===== config.mk =====
export PLATFORM = sky130hd
export DESIGN_NAME = rep_string_engine
export DESIGN_NICKNAME = d
export VERILOG_FILES = /design/src/rtl/rep_string_engine.sv
export SDC_FILE = /design/constraint.sdc
export NUM_CORES = 1
export LEC_CHECK = 0
export BUFFER_PORTS_ARGS = -buffer_cell sky130_fd_sc_hd__buf_2
export CAP_MARGIN = 20
export CORE_MARGIN = 1
export CORE_UTILIZATION = 45
export CTS_BUF_LIST = sky130_fd_sc_hd__clkbuf_4 sky130_fd_sc_hd__clkbuf_8
export CTS_CLUSTER_SIZE = 40
export DETAILED_ROUTE_END_ITERATION = 10
export GPL_ROUTABILITY_DRIVEN = 0
export HOLD_SLACK_MARGIN = 0.12
export PLACE_DENSITY = 0.7
export SLEW_MARGIN = 20
export SYNTH_ARGS = -nofsm -noshare
export SYNTH_HDL_FRONTEND = slang
export SYNTH_SLANG_ARGS = --single-unit

===== constraint.sdc =====
create_clock -name clk -period 4.3 [get_ports clk]
set_clock_uncertainty 0.2 [all_clocks]
set_input_delay 0.215 -clock clk [delete_from_list [all_inputs] [get_ports clk]]
set_output_delay 0.215 -clock clk [all_outputs]
set_load 0.05 [all_outputs]

===== src/rtl/rep_string_engine.sv =====
module rep_string_engine #(
  parameter int AW = 16,
  parameter int CW = 16
) (
  input  logic          clk,
  input  logic          rst_n,
  input  logic          start,
  input  logic [1:0]    op,
  input  logic [1:0]    mode,
  input  logic          wide,
  input  logic          dir,
  input  logic [AW-1:0] src_init,
  input  logic [AW-1:0] dst_init,
  input  logic [CW-1:0] cnt_init,
  input  logic [15:0]   acc_init,
  output logic          mem_req,
  output logic          mem_we,
  output logic [AW-1:0] mem_addr,
  output logic [7:0]    mem_wdata,
  input  logic [7:0]    mem_rdata,
  input  logic          mem_ack,
  output logic          busy,
  output logic          done,
  output logic [AW-1:0] src_idx,
  output logic [AW-1:0] dst_idx,
  output logic [CW-1:0] count,
  output logic          zf
);

  localparam logic [1:0] OP_MOVE = 2'd0;
  localparam logic [1:0] OP_SCAN = 2'd2;
  localparam logic [1:0] RM_EQ   = 2'd1;
  localparam logic [1:0] RM_NE   = 2'd2;

  typedef enum logic [2:0] {S_IDLE, S_RDA, S_RDB, S_WR, S_STEP} state_t;

  state_t        state;
  logic [1:0]    op_q, mode_q;
  logic          wide_q, dir_q, hi;
  logic [15:0]   a_q, b_q, acc_q;
  logic [AW-1:0] src_q, dst_q;
  logic [CW-1:0] cnt_q;
  logic          zf_q, done_q;

  wire [AW-1:0] stride   = wide_q ? AW'(2) : AW'(1);
  wire [15:0]   opa      = (op_q == OP_SCAN) ? acc_q : a_q;
  wire          eq       = wide_q ? (opa == b_q) : (opa[7:0] == b_q[7:0]);
  wire          last_cnt = (cnt_q == CW'(1));
  wire          flag_op  = (op_q != OP_MOVE);
  wire          stop_flg = flag_op && ((mode_q == RM_EQ && !eq) || (mode_q == RM_NE && eq));
  wire          last_byte = !wide_q || hi;
  wire          first_rb = (op == OP_SCAN);

  assign mem_req   = (state == S_RDA) || (state == S_RDB) || (state == S_WR);
  assign mem_we    = (state == S_WR);
  assign mem_addr  = ((state == S_RDA) ? src_q : dst_q) + AW'(hi);
  assign mem_wdata = hi ? a_q[15:8] : a_q[7:0];
  assign busy      = (state != S_IDLE);
  assign done      = done_q;
  assign src_idx   = src_q;
  assign dst_idx   = dst_q;
  assign count     = cnt_q;
  assign zf        = zf_q;

  always_ff @(posedge clk) begin
    if (!rst_n) begin
      state  <= S_IDLE;
      op_q   <= OP_MOVE;
      mode_q <= 2'd0;
      wide_q <= 1'b0;
      dir_q  <= 1'b0;
      hi     <= 1'b0;
      a_q    <= '0;
      b_q    <= '0;
      acc_q  <= '0;
      src_q  <= '0;
      dst_q  <= '0;
      cnt_q  <= '0;
      zf_q   <= 1'b0;
      done_q <= 1'b0;
    end else begin
      done_q <= 1'b0;
      case (state)
        S_IDLE: if (start) begin
          op_q   <= op;
          mode_q <= mode;
          wide_q <= wide;
          dir_q  <= dir;
          acc_q  <= acc_init;
          src_q  <= src_init;
          dst_q  <= dst_init;
          cnt_q  <= cnt_init;
          hi     <= 1'b0;
          if (cnt_init == '0) done_q <= 1'b1;
          else state <= first_rb ? S_RDB : S_RDA;
        end
        S_RDA: if (mem_ack) begin
          if (hi) a_q[15:8] <= mem_rdata;
          else    a_q[7:0]  <= mem_rdata;
          hi <= !last_byte;
          if (last_byte) state <= (op_q == OP_MOVE) ? S_WR : S_RDB;
        end
        S_RDB: if (mem_ack) begin
          if (hi) b_q[15:8] <= mem_rdata;
          else    b_q[7:0]  <= mem_rdata;
          hi <= !last_byte;
          if (last_byte) state <= S_STEP;
        end
        S_WR: if (mem_ack) begin
          hi <= !last_byte;
          if (last_byte) state <= S_STEP;
        end
        S_STEP: begin
          if (op_q != OP_SCAN) src_q <= dir_q ? src_q - stride : src_q + stride;
          dst_q <= dir_q ? dst_q - stride : dst_q + stride;
          cnt_q <= cnt_q - CW'(1);
          if (flag_op) zf_q <= eq;
          if (last_cnt || stop_flg) begin
            done_q <= 1'b1;
            state  <= S_IDLE;
          end else begin
            state <= (op_q == OP_SCAN) ? S_RDB : S_RDA;
          end
        end
        default: state <= S_IDLE;
      endcase
    end
  end


  done_pulse_chk: assert property (@(posedge clk) disable iff (!rst_n)
    done |=> !done);


  hold_after_done_chk: assert property (@(posedge clk) disable iff (!rst_n)
    done && !start |=> $stable(src_idx) && $stable(dst_idx) && $stable(count) && $stable(zf));


  count_dec_chk: assert property (@(posedge clk) disable iff (!rst_n)
    state == S_STEP |=> count == CW'($past(count) - CW'(1)));


  src_fwd_chk: assert property (@(posedge clk) disable iff (!rst_n)
    state == S_STEP && !dir_q && op_q != OP_SCAN |=> src_idx == AW'($past(src_idx) + $past(stride)));


  dst_back_chk: assert property (@(posedge clk) disable iff (!rst_n)
    state == S_STEP && dir_q |=> dst_idx == AW'($past(dst_idx) - $past(stride)));


  move_flag_chk: assert property (@(posedge clk) disable iff (!rst_n)
    busy && op_q == OP_MOVE |=> $stable(zf));


  req_hold_chk: assert property (@(posedge clk) disable iff (!rst_n)
    mem_req && !mem_ack |=> mem_req && $stable(mem_addr) && $stable(mem_we) && $stable(mem_wdata));

endmodule


==> flow_summary.toml, run 1 <==
[yosys]
syn_avg_cell_area_um2 = 7.66
synth_cell_type_count = 59
synth-edff-count = 0
synth_area_um2 = 6970
ys_seq_area_frac = 0.310
yosys_warnings = 0
ys.flop_type = "dfxtp_1"
ys_seq_elements = 108
async_flop_share = 0
synth_fp_nets = 1027
synth_cells = 909

[cells_and_area]
fin_area_um2 = 9080
final_layout_size_suffix_gt1_frac = 0.180
nets = 1257
area_growth_syn_to_layout_pct = 30.4
final-seq-area_um2 = 2160
multi_input_area_um2 = 4540
fill_cells = 1378
n_antenna_cell = 0
stdcell_count = 1332
finish.utilization = 0.600

[placed_design]
placed_area_um2 = 7940
dpl.hpwl_um = 15100
io_buffers = 158
dp.cells = 1223

[routing]
via_count = 7461
vias_per_cell = 5.60
drt_wl_total_um = 21400
m1WireLength_um = 9560
wl_met3_um = 1190
drtPass1Iterations = 5
highest_layer = "met4"
routed-wl-met2_um = 10100
final_antenna_net_count = 0
remaining_drc_errors = 0
drt_iter0_drc = 531
wl_per_cell_um = 16.1

[timing]
worst_pin_slew_ps = 1040
final_max_slew_viol_count = 0
setup_tns_ps = 0
period_minus_slack_ps = 3840
fmaxAchievable_mhz = 260
rsz0062_at_grt = "false"
slew_headroom = 0.305
finalCritPeriodShare = 0.894
setup_viol_count_final = 0
hold_viol = 0

[cts]
root_buffer = "clkbuf_8"
cts_buffers = 9
cts_resized = 0
clkTransAtPathRegs_ps = 110
cts.sinks = 108
ctsHtreeMaxLevel = 3
clock_path_buffers = 2
cts_setup_buffers = 0
clock_latency_ps = 400
tritoncts = "yes"

[floorplan]
coreArea_um2 = 15100
start_util = 0.460
die_h_um = 126
design.die.area_um2 = 16000
die_x_um = 126
num_rows = 45
io_pins = 159

[setup_path]
r2r_end = "src_idx[13]$_SDFFE_PN0P_"
crit_start = "state[0]$_SDFFE_PN0P_"
path_delay_family = "simple AND/OR/NAND/NOR gates"
endpoint = "mem_addr[13]"
crit_type = "flop to primary output"
startpoint_type = "flop"
crit_chain = "nor3b_2 -> buf_4 -> mux2i_1 -> nor4_1 -> nand3_1 -> nor2_1 -> nand4_1 -> xor2_1 -> mux2i_1 -> buf_2"
cp_slowest_stage_delay_ps = 510
r2r_start = "dir_q$_SDFFE_PN0P_"
cpMostUsedCell = "mux2i_1"
crit_fanout = 28
cp_num_buf_inv = 2
cp_slowest_cell = "dfxtp_1"
crit_cells = 10
cp-end-kind = "primary output"
cp.required_ps = 3880
reg2reg_slack_ps = 720
arrival_ps = 3430
reg2regPathDepth = 11

[power]
p_int_mw = 2.18
switching_share = 0.503
clkPwrFrac = 0.153
power_frac_seq = 0.317
p_comb_frac = 0.530
ir_drop_mv = 0.215
leakage_nw = 4.04
powerDensity_nw_per_um2 = 482
power.switching_mw = 2.20

[global_route]
antenna_found_initial = 0
overflow = 0
grt_max_degree = 38
track_usage = 0.272
grt_pass1_vias = 7104
grt_pass1_wl_um = 34900

[hold_path]
hold_class = "input pin to flop"

[status]
status = "finished clean"

[run]
maxCapViolCount = 0
-- how the worst min path moves through the flow --
stage / startpoint / end / slack, ps / cells after the start
after global placement: acc_init[14] / acc_q[14]$_SDFFE_PN0P_ / 260 / 3
final: start / acc_q[3]$_SDFFE_PN0P_ / 170 / 5
after detailed placement: acc_q[2]$_SDFFE_PN0P_ / acc_q[2]$_SDFFE_PN0P_ / 260 / 2
after global routing: start / acc_q[7]$_SDFFE_PN0P_ / 180 / 5
after CTS: start / acc_q[3]$_SDFFE_PN0P_ / 150 / 5
after floorplan: acc_init[2] / acc_q[2]$_SDFFE_PN0P_ / 150 / 2
-- through the flow --
stage          power (mW)  worst slack, ps  hold slack [ps]
4_1_cts              4.38              454              149
3_5_place_dp         3.62              907              260
6_report             4.38              458              174
3_3_place_gp         3.60             1030              257
2_1_floorplan        3.06              279              151
5_1_grt              4.66             75.5              183
-- area by class of cell --
cell class,count,area share
Clock buffer,9,0.0136
Clock inverter,7,0.00950
Inverter,26,0.0107
Multi-Input combinational cell,728,0.500
Sequential cell,108,0.238
Tap cell,188,0.0259
Timing Repair Buffer,266,0.202
-- placed cells by master, fill, tap and decap left out, types with 6 or more instances in the layout --
master / instances
nor2b_1: 12
o31a_1: 6
nor3_1: 14
o21ai_0: 44
buf_4: 15
nand3_1: 22
and3_1: 13
dlygate4sd3_1: 93
a21o_1: 6
ha_1: 34
nor4_1: 10
clkbuf_8: 9
a211oi_1: 7
o22ai_1: 9
inv_1: 25
o21a_1: 11
dfxtp_1: 108
nand4_1: 8
a21oi_1: 83
xor2_1: 19
xnor2_1: 19
nor2_1: 97
nand2b_1: 13
mux2i_1: 53
buf_2: 158
a311oi_1: 11
mux2_2: 8
a31oi_1: 14
nand2_1: 147
-- cell usage after synthesis (all sizes together) (10+ instances only) --
library cell	instances	area (µm²)
o21a	11	82.6
a21oi	83	415
buf	11	55.1
clkbuf	36	135
nor2	98	368
xor2	19	166
o21ai	45	225
a311oi	11	96.3
nand3	23	115
and3	13	81.3
mux2i	53	531
nor4	10	62.6
dfxtp	108	2160
inv	26	97.6
nand2b	13	81.3
nand2	147	552
a31oi	14	87.6
nor3	15	75.1
nor2b	12	75.1
ha	34	425
xnor2	19	166
-- routing by layer --
metal,global-route usage,vias up
li1,-,3720
met1,0.348,3437
met2,0.459,260
met3,0.0354,44
met4,0.119,0
met5,0,-
-- cells by family (layout without fill, tap and decap cells) --
logic type      Yosys count  count (layout)  synth area share
compound gates          229             229             0.206
flops                   108             108             0.310
buf+inv                  73             308            0.0413
fa+ha+maj                36              36            0.0668
mux                      62              62            0.0913
xor+xnor                 38              38            0.0478
simple gates            363             363             0.236
-- flip-flops by register name, summed over array words and instances, names as in the netlist --
| register | flops |
|---|---|
| a_q | 16 |
| acc_q | 16 |
| b_q | 16 |
| count | 16 |
| dst_idx | 16 |
| src_idx | 16 |
| state | 3 |
| mode_q | 2 |
| op_q | 2 |
| dir_q | 1 |
| done | 1 |
| hi | 1 |
| wide_q | 1 |
| zf | 1 |
-- worst register-to-register path, stage by stage (launching register included) --
cell           delay [ps]
dfxtp_1               470
buf_4                 290
ha_1                  340
and3_1                250
a221oi_1              390
nand3b_1              120
o21ai_0               340
xor2_1                210
nor2_1                 60
a21oi_1               150
a21oi_1               100
dlygate4sd3_1         570
-- timing repair --
item                                    4_1_cts  5_1_grt
hold buffers                                 93        0
endpoints found under the setup margin        0        0
hold endpoints to repair                    105        0
-- power by group through the flow --
| stage | Combinational [mW] | Sequential [mW] | Clock, mW |
|---|---|---|---|
| 2_1_floorplan | 1.37 | 1.69 | 0 |
| 3_3_place_gp | 2.20 | 1.41 | 0 |
| 3_5_place_dp | 2.21 | 1.41 | 0 |
| 4_1_cts | 2.31 | 1.39 | 0.685 |
| 5_1_grt | 2.52 | 1.41 | 0.723 |
| 6_report | 2.32 | 1.39 | 0.668 |
Note: power is estimated with default switching activity, not from simulation.
==> run 2: changes to the inputs <==
Settings changed: ABC_AREA from default to 1, SLEW_MARGIN 20 to 15.
==> run 2 against run 1 <==
Compared with the run above:
- final area about the same
- combinational power increased by 48%
- worst hold slack improved by 31 ps
- flip-flop and latch count unchanged
- via count increased by 6.4%
==> flow_summary.toml, run 2 <==
[cells_and_area]
final_common_cell = "nand2_1"
area_growth_syn_to_layout_pct = 27.7
stdcell_count = 1508
layout_common_cells = "240 x nand2_1, 158 x buf_2, 125 x a21oi_1, 109 x o21ai_0, 108 x dfxtp_1"
fin_area_um2 = 9070
fill_cells = 1493
nets = 1410
final_layout_size_suffix_gt1_frac = 0.164
n_antenna_cell = 0

[cts]
root_buffer = "clkbuf_8"
clock_latency_ps = 400
clock_path_buffers = 2
ctsHtreeMaxLevel = 3
cts_buffers = 9
cts_resized = 0
cts_setup_buffers = 0
cts.sinks = 108
tritoncts = "yes"
clkTransAtPathRegs_ps = 100

[timing]
fmaxAchievable_mhz = 265
period_minus_slack_ps = 3770
final_max_slew_viol_count = 0
hold_viol = 0
worst_pin_slew_ps = 833
timing.hold.ws_ps = 205
finalCritPeriodShare = 0.877
setup_tns_ps = 0
rsz0062_at_grt = "false"
setup_viol_count_final = 0
slew_headroom = 0.443

[global_route]
antenna_found_initial = 0
grt_pass1_wl_um = 36200
grt_max_degree = 69
overflow = 0
track_usage = 0.282
grt_pass1_vias = 7415

[setup_path]
crit_type = "flop to primary output"
crit_fanout = 16
crit_chain = "nor3_4 -> nand2_1 -> o21ai_0 -> ha_1 -> ha_1 -> nand2_1 -> nor2_4 -> nand3_2 -> nor2_2 -> nand2_1 -> nor2_1 -> nand2_1 -> nor2_1 -> xor2_1 -> buf_2"
startpoint_type = "flop"
cpMostUsedCell = "nand2_1"
arrival_ps = 3360
cp-end-kind = "primary output"
cp_slowest_stage_delay_ps = 610
cp_slowest_cell = "nor3_4"
cp.required_ps = 3880

[routing]
remaining_drc_errors = 0
vias_per_cell = 5.26
wl_per_cell_um = 15.2
drt_iter0_drc = 526
via_count = 7937
final_antenna_net_count = 0
drtPass1Iterations = 5
drt_wl_total_um = 22900

[placed_design]
dpl.hpwl_um = 16100
dp.cells = 1409
placed_area_um2 = 8040
io_buffers = 158

[yosys]
ys_seq_elements = 108
synth-edff-count = 0
ys_seq_area_frac = 0.304
synth_cells = 1075
synth_fp_nets = 1193
synth_area_um2 = 7110
synthTopCellsByArea = "dfxtp_1 30%, nand2_1 13%, a21oi_1 8.8%"
syn_avg_cell_area_um2 = 6.61
yosys.area.top_type = "dfxtp_1"
synth_cell_type_count = 50
ys_top_cells_by_count = "240 x nand2_1, 125 x a21oi_1, 109 x o21ai_0, 108 x dfxtp_1, 106 x inv_1"
synth.most_common_cell = "nand2_1"
yosys_warnings = 0
ys.flop_type = "dfxtp_1"
yosys.area.top_type_share = 0.304
async_flop_share = 0

[power]
p_comb_frac = 0.616
power_mw = 5.58
powerDensity_nw_per_um2 = 615
switching_share = 0.550
power.switching_mw = 3.07
ir_drop_mv = 0.276
leakage_nw = 4.41
clkPwrFrac = 0.121
power_frac_seq = 0.264
p_int_mw = 2.51

[floorplan]
design.die.area_um2 = 16300
die_x_um = 128
start_util = 0.464
coreArea_um2 = 15300
num_rows = 45
io_pins = 159
die_h_um = 128

[hold_path]
hold_class = "input pin to flop"

[status]
status = "finished clean"

[run]
maxCapViolCount = 0
## run 2: changes by cell type in the layout (fill, tap and decap cells not counted), sizes merged, moves of 11 or more
cell    delta
nand2     +98
inv       +84
o21ai     +66
mux2i     -46
a21oi     +42
nand3     +32
and3      -13
nand2b    -13
nor2b     -12
a311oi    -11
## run 2: metrics by stage
stage | util | setup WS [ps]
global route | 0.593 | 306
global placement | 0.525 | 1120
floorplan | - | 1020
finish | 0.593 | 527
CTS | 0.593 | 528
detailed placement | 0.525 | 990
## run 2: timing repair
item                                   in CTS  in global routing
hold buffers                               83                  0
endpoints found under the hold margin     106                  0
setup endpoints to repair                   0                  0
## run 2: cell families (layout without fill, tap and decap cells)
group                      Yosys count  in the layout  synth area share
AOI/OAI and AO/OA                  288            288             0.223
xor gates and xnor gates            30             30            0.0370
adders and majority gates           36             36            0.0655
buffers and inverters              155            377            0.0854
DFF                                108            108             0.304
muxes                                7              7           0.00986
and+or+nand+nor                    451            451             0.275
## run 2: cell type report
class                      count  area, µm²  area share
clock buffer                  11        145      0.0160
clock inverter                 5       60.1     0.00662
inverter                     112        420      0.0463
multi-input combinational    812       4340       0.478
sequential                   108       2160       0.238
tap                          211        264      0.0291
timing repair buffer         249       1680       0.185
## run 2: worst max-delay path: cells and delay by family, from the launching register on
family / cells / cell delay, ps
xor+xnor: 1 / 140
simple gates: 10 / 1540
fa+ha+maj: 2 / 480
compound gates: 1 / 110
buf+inv: 1 / 270
flops: 1 / 400
## run 2: per-layer routing
layer  up-vias  part of all wire  track usage
met4         0             0.022       0.0997
met1      3645              0.46        0.362
met2       231              0.47        0.479
li1       4020                 -            -
met3        41             0.053       0.0438
met5         -                 0            0
## run 2: worst paths after layout
check / startpoint / to / slack (ps) / depth (start not counted)
worst max-delay path: state[2]$_SDFFE_PN0P_ / mem_addr[14] / 530 / 15
worst min-delay path: rst_n / count[3]$_SDFFE_PN0P_ / 200 / 3
worst max register to register: state[2]$_SDFFE_PN0P_ / a_q[10]$_SDFFE_PN0P_ / 1260 / 7
worst min register to register: acc_q[5]$_SDFFE_PN0P_ / acc_q[5]$_SDFFE_PN0P_ / 260 / 2
## run 2: power groups by stage
| stage | registers [mW] | clock network, mW | logic [mW] |
|---|---|---|---|
| 4_1_cts | 1.47 | 0.686 | 3.41 |
| 5_1_grt | 1.50 | 0.716 | 3.74 |
| 3_5_place_dp | 1.49 | 0 | 3.34 |
| 3_3_place_gp | 1.49 | 0 | 3.30 |
| 6_report | 1.47 | 0.674 | 3.44 |
| 2_1_floorplan | 1.86 | 0 | 2.18 |
